**config.mk**
```make
export PLATFORM = sky130hd
export DESIGN_NAME = c8_flow_unit
export DESIGN_NICKNAME = d
export VERILOG_FILES = /design/src/rtl/c8_flow_unit.sv
export SDC_FILE = /design/constraint.sdc
export NUM_CORES = 1
export LEC_CHECK = 0
export BUFFER_PORTS_ARGS = -buffer_cell sky130_fd_sc_hd__buf_2
export CAP_MARGIN = 5
export CORE_ASPECT_RATIO = 1.4
export CORE_MARGIN = 2
export CORE_UTILIZATION = 50
export DETAILED_ROUTE_END_ITERATION = 6
export HOLD_SLACK_MARGIN = 0.05
export PLACE_DENSITY_LB_ADDON = 0.25
export SETUP_SLACK_MARGIN = 0.2
export SYNTH_ARGS = -nofsm -noshare
export SYNTH_HDL_FRONTEND = slang
export SYNTH_SLANG_ARGS = --single-unit
```
**constraint.sdc**
```tcl
create_clock -name clk -period 6.1 [get_ports clk]
set_clock_uncertainty 0.2 [all_clocks]
set_input_delay 0.305 -clock clk [delete_from_list [all_inputs] [get_ports clk]]
set_output_delay 0.305 -clock clk [all_outputs]
set_load 0.05 [all_outputs]
```
**src/rtl/c8_flow_unit.sv**
```systemverilog
module c8_flow_unit #(
  parameter logic [15:0] START_PC     = 16'h0200,
  parameter logic [15:0] STACK_TOP    = 16'h0EA0,
  parameter int          CYC_JUMP     = 12,
  parameter int          CYC_CALL     = 26,
  parameter int          CYC_RET      = 10,
  parameter int          CYC_OFS      = 22,
  parameter int          CYC_OFS_PAGE = 24
) (
  input  logic        clk,
  input  logic        rst_n,
  input  logic        start,
  input  logic [15:0] instr,
  input  logic [7:0]  v0,
  input  logic        mcyc_en,
  output logic        done,
  output logic        illegal,
  output logic [15:0] pc,
  output logic [15:0] sp,
  output logic [15:0] mem_addr,
  output logic [7:0]  mem_wdata,
  output logic        mem_we,
  input  logic [7:0]  mem_rdata
);
  localparam int M1   = (CYC_JUMP > CYC_RET) ? CYC_JUMP : CYC_RET;
  localparam int M2   = (CYC_CALL > CYC_OFS_PAGE) ? CYC_CALL : CYC_OFS_PAGE;
  localparam int CMAX = (M1 > M2) ? M1 : M2;
  localparam int CW   = $clog2(CMAX + 1);

  typedef enum logic [1:0] {K_JUMP, K_CALL, K_RET, K_OFS} kind_t;

  kind_t         kind;
  logic          busy;
  logic [1:0]    ph;
  logic [CW-1:0] cnt, budget;
  logic [15:0]   tgt;

  wire is_jump = instr[15:12] == 4'h1;
  wire is_call = instr[15:12] == 4'h2;
  wire is_ofs  = instr[15:12] == 4'hB;
  wire is_ret  = instr == 16'h00EE;
  wire legal   = is_jump | is_call | is_ofs | is_ret;
  wire accept  = start & ~busy;

  wire [8:0]  lo_sum  = {1'b0, instr[7:0]} + {1'b0, v0};
  wire [15:0] ofs_tgt = {8'h00, 4'h0, instr[11:8]} + {15'd0, lo_sum[8]};
  wire [15:0] ret_adr = pc + 16'd2;

  assign mem_we    = busy && kind == K_CALL && !ph[1];
  assign mem_wdata = ph[0] ? ret_adr[15:8] : ret_adr[7:0];
  always_comb begin
    mem_addr = sp;
    if (busy && kind == K_CALL) mem_addr = ph[0] ? sp - 16'd2 : sp - 16'd1;
    else if (busy && kind == K_RET && ph != 2'd0) mem_addr = sp + 16'd1;
  end

  always_ff @(posedge clk) begin
    if (!rst_n) begin
      busy    <= 1'b0;
      done    <= 1'b0;
      illegal <= 1'b0;
      kind    <= K_JUMP;
      ph      <= 2'd0;
      cnt     <= '0;
      budget  <= '0;
      tgt     <= 16'h0000;
      pc      <= START_PC;
      sp      <= STACK_TOP;
    end else begin
      done    <= 1'b0;
      illegal <= accept & ~legal;
      if (accept && legal) begin
        busy <= 1'b1;
        ph   <= 2'd0;
        cnt  <= '0;
        if (is_jump) begin
          kind <= K_JUMP; budget <= CW'(CYC_JUMP); tgt <= {4'h0, instr[11:0]};
        end else if (is_call) begin
          kind <= K_CALL; budget <= CW'(CYC_CALL); tgt <= {4'h0, instr[11:0]};
        end else if (is_ofs) begin
          kind   <= K_OFS;
          budget <= lo_sum[8] ? CW'(CYC_OFS_PAGE) : CW'(CYC_OFS);
          tgt    <= {ofs_tgt[7:0], lo_sum[7:0]};
        end else begin
          kind <= K_RET; budget <= CW'(CYC_RET);
        end
      end else if (busy) begin
        if (ph != 2'd3) ph <= ph + 2'd1;
        if (kind == K_RET && ph == 2'd1) tgt[15:8] <= mem_rdata;
        if (kind == K_RET && ph == 2'd2) tgt[7:0]  <= mem_rdata;
        if (mcyc_en) begin
          if (cnt == budget - CW'(1)) begin
            busy <= 1'b0;
            done <= 1'b1;
            pc   <= tgt;
            if (kind == K_CALL) sp <= sp - 16'd2;
            else if (kind == K_RET) sp <= sp + 16'd2;
          end else begin
            cnt <= cnt + CW'(1);
          end
        end
      end
    end
  end
endmodule


```
==> results.yml <==
synth:
  seq_area_frac_synth: 0.281
  synth_largest_area_cell: "sky130_fd_sc_hd__dfxtp_1"
  netlist_area_um2: 4420
  ys_types: 64
  synthArstFlopShare: 0
  yosys_most_used_dff: "sky130_fd_sc_hd__dfxtp_1"
  syn_inst: 582
  synth_edf_count: 0
  synthTopCellsByArea: "sky130_fd_sc_hd__dfxtp_1, sky130_fd_sc_hd__nand2_1, sky130_fd_sc_hd__ha_1"
  flop_and_latch_count_out_of_synthesis: 62
  count_of_yosys_warnings_during_synthesis: 0
  post-synth-top-area-fraction: 0.281
  postSynthAreaPerCell_um2: 7.59
  synth_fp_nets: 640
cells_and_area:
  fillCellCount: 805
  layout_common_cells: "sky130_fd_sc_hd__buf_2, sky130_fd_sc_hd__nand2_1, sky130_fd_sc_hd__dfxtp_1"
  mostFrequentLayoutCell: "sky130_fd_sc_hd__buf_2"
  area_growth_syn_to_layout_pct: 17.8
  finish.net_count: 713
  antenna_cells_inserted: 0
  final_cell_area_um2: 5200
  post_route_cells_drive_above_1_share: 0.182
  fraction_of_the_core_area_covered_by_cells_at_the_end_of_the_flow: 0.604
die:
  io-pin-count: 95
  coreArea_um2: 8610
  initial_utilization: 0.513
  rows: 40
  die_width_um: 83.4
  die_height_um: 115
  fp.dieArea_um2: 9610
pwr:
  p_seq_frac: 0.400
  power_leakage_nw: 2.13
  highest_ir_drop_seen_on_vdd_mv: 0.147
  switchingPower_mw: 0.305
  p_sw_frac: 0.289
  comb_power_share: 0.143
  intPower_mw: 0.750
  power_density_nw_per_um2: 203
  clock_power_share: 0.458
global_route:
  grt_first_pass_wirelength_mm: 19.8
  globalRoute.totalOverflow: 0
  number_of_antenna_violations_at_the_first_check_in_global_routing: 0
  grt_usage: 0.250
  grt_start_max_net_pins: 53
  grt_pass1_vias: 4404
drt:
  vias_per_cell: 6.02
  route.detailed.wl_per_inst_um: 15.7
  detail_route.first_pass.iterations: 5
  route.final.wire_length_mm: 12.0
  number_of_vias_after_detailed_routing: 4609
  route.antenna.remaining_nets: 0
  drc: 0
  drt_iter0_drc: 214
clocking:
  post_cts_hold_buffer_count: 5
  postCtsSetupBuffers: 0
  cts_buffer_depth: 2
  cts.htree.levels: 3
  cts.sink_count: 62
  ctsResizeCount: 0
  cts_made_buffers: 9
  tritoncts: "done"
  clk_pin_slew_worst_paths_ns: 0.05
  clk-insertion-delay-late_ns: 0.34
  cts.root.buffer_cell: "sky130_fd_sc_hd__clkbuf_16"
sta:
  layout_setup_ws_ns: 2.87
  worst_slew_pin_slew_ns: 0.931
  finalWorstPathRequiredPeriod_ns: 3.23
  rsz0062_at_grt: "no"
  report.final.hold_viol_count: 0
  maxClockFrequency_mhz: 309
  setup_violations: 0
  final_max_slew_viol_count: 0
  timing.setup.tns_ns: 0
  holdWs_ns: 0.0641
  timing.final.crit_share: 0.530
  relSlewSlack: 0.376
worst_setup_path:
  worstPathArrival_ns: 2.73
  cp-end-kind: "output pin"
  crit_required_ns: 5.59
  cp-start-kind: "register"
  worst-setup-path-type: "register to output pin"
  cp_max_fo: 20
place:
  dp_worst_setup_slack_ns: 2.84
  detailed_place_hpwl_mm: 8.94
  port_buffers: 93
  post_dp_cell_area_um2: 4870
  gp_routability_congestion: 0.860
run_status:
  status: "complete, no violations"
flow_run:
  drv_cap: 0
hold_path:
  hold_class: "input pin to register"
[metal layers]
layer / up-vias / share of wire / global-route usage
li1: 2244 / - / -
met1: 2177 / 0.40 / 0.262
met2: 157 / 0.53 / 0.473
met3: 31 / 0.045 / 0.0438
met4: 0 / 0.029 / 0.141
met5: - / 0 / 0
[metrics by stage]
step | total power, mW | instances
2_1_floorplan | 0.533 | 582
3_3_place_gp | 0.571 | 744
3_5_place_dp | 0.576 | 744
4_1_cts | 1.06 | 765
5_1_grt | 1.10 | 765
6_report | 1.05 | 765
[state kept, by name, summed over array words and instances, names as in the netlist]
register and flops:
pc 16, tgt 16, sp 15, cnt 5
budget 3, kind 2, ph 2, busy 1
done 1, illegal 1
[synthesized netlist by cell type (all sizes together), types with 7 or more instances]
library cell,n
nand3,32
xor2,19
nor3,16
clkbuf,26
and3,9
mux2i,11
a21oi,38
o221ai,8
nor2b,8
xnor2,25
inv,17
or3,7
nor2,44
buf,12
nand2,84
o21ai,23
nand2b,8
dfxtp,62
nand4,19
ha,21
[layout make-up]
| type | count | area, µm² | area share |
|---|---|---|---|
| multi-input cells | 464 | 2950 | 0.567 |
| flip-flops and latches | 62 | 1240 | 0.239 |
| repair buffers | 100 | 531 | 0.102 |
| clock buffers | 9 | 225 | 0.0433 |
| well taps | 105 | 131 | 0.0253 |
| inverters | 18 | 67.6 | 0.0130 |
| clock inverters | 7 | 56.3 | 0.0108 |
[worst max-delay path, stage by stage, from the launching register on]
cell	delay, ns
sky130_fd_sc_hd__dfxtp_1	0.40
sky130_fd_sc_hd__ha_1	0.66
sky130_fd_sc_hd__nand2_1	0.43
sky130_fd_sc_hd__nor2_1	0.36
sky130_fd_sc_hd__nand3b_1	0.13
sky130_fd_sc_hd__xnor2_1	0.13
sky130_fd_sc_hd__buf_2	0.27
[power by group through the flow]
stage / logic, mW / clock network (mW) / registers [mW]
2_1_floorplan: 0.105 / 0 / 0.428
3_3_place_gp: 0.142 / 0 / 0.430
3_5_place_dp: 0.146 / 0 / 0.430
4_1_cts: 0.149 / 0.493 / 0.421
5_1_grt: 0.166 / 0.510 / 0.423
6_report: 0.150 / 0.482 / 0.421
[path summary, 6_finish.rpt]
path                              startpoint  slack [ns]  depth (start not counted)      endpoint
worst max-delay path                 kind[0]        2.87                          6  mem_addr[14]
worst min-delay path            mem_rdata[7]        0.06                          3       tgt[15]
worst max register to register     budget[1]        3.37                          7        sp[14]
worst min register to register        tgt[4]        0.25                          2         pc[4]
[cell families after synthesis]
| group | count (synthesis) | synth area share |
|---|---|---|
| AND/OR/NAND/NOR | 254 | 0.287 |
| AO/OA/AOI/OAI | 128 | 0.191 |
| flip-flops | 62 | 0.281 |
| buffers and inverters | 56 | 0.0513 |
| XOR/XNOR | 45 | 0.0924 |
| adder cells (fa/ha/maj) | 22 | 0.0640 |
| multiplexers | 14 | 0.0326 |
| other | 1 | 0.000849 |
No activity file was read; power rests on OpenSTA's default activity.
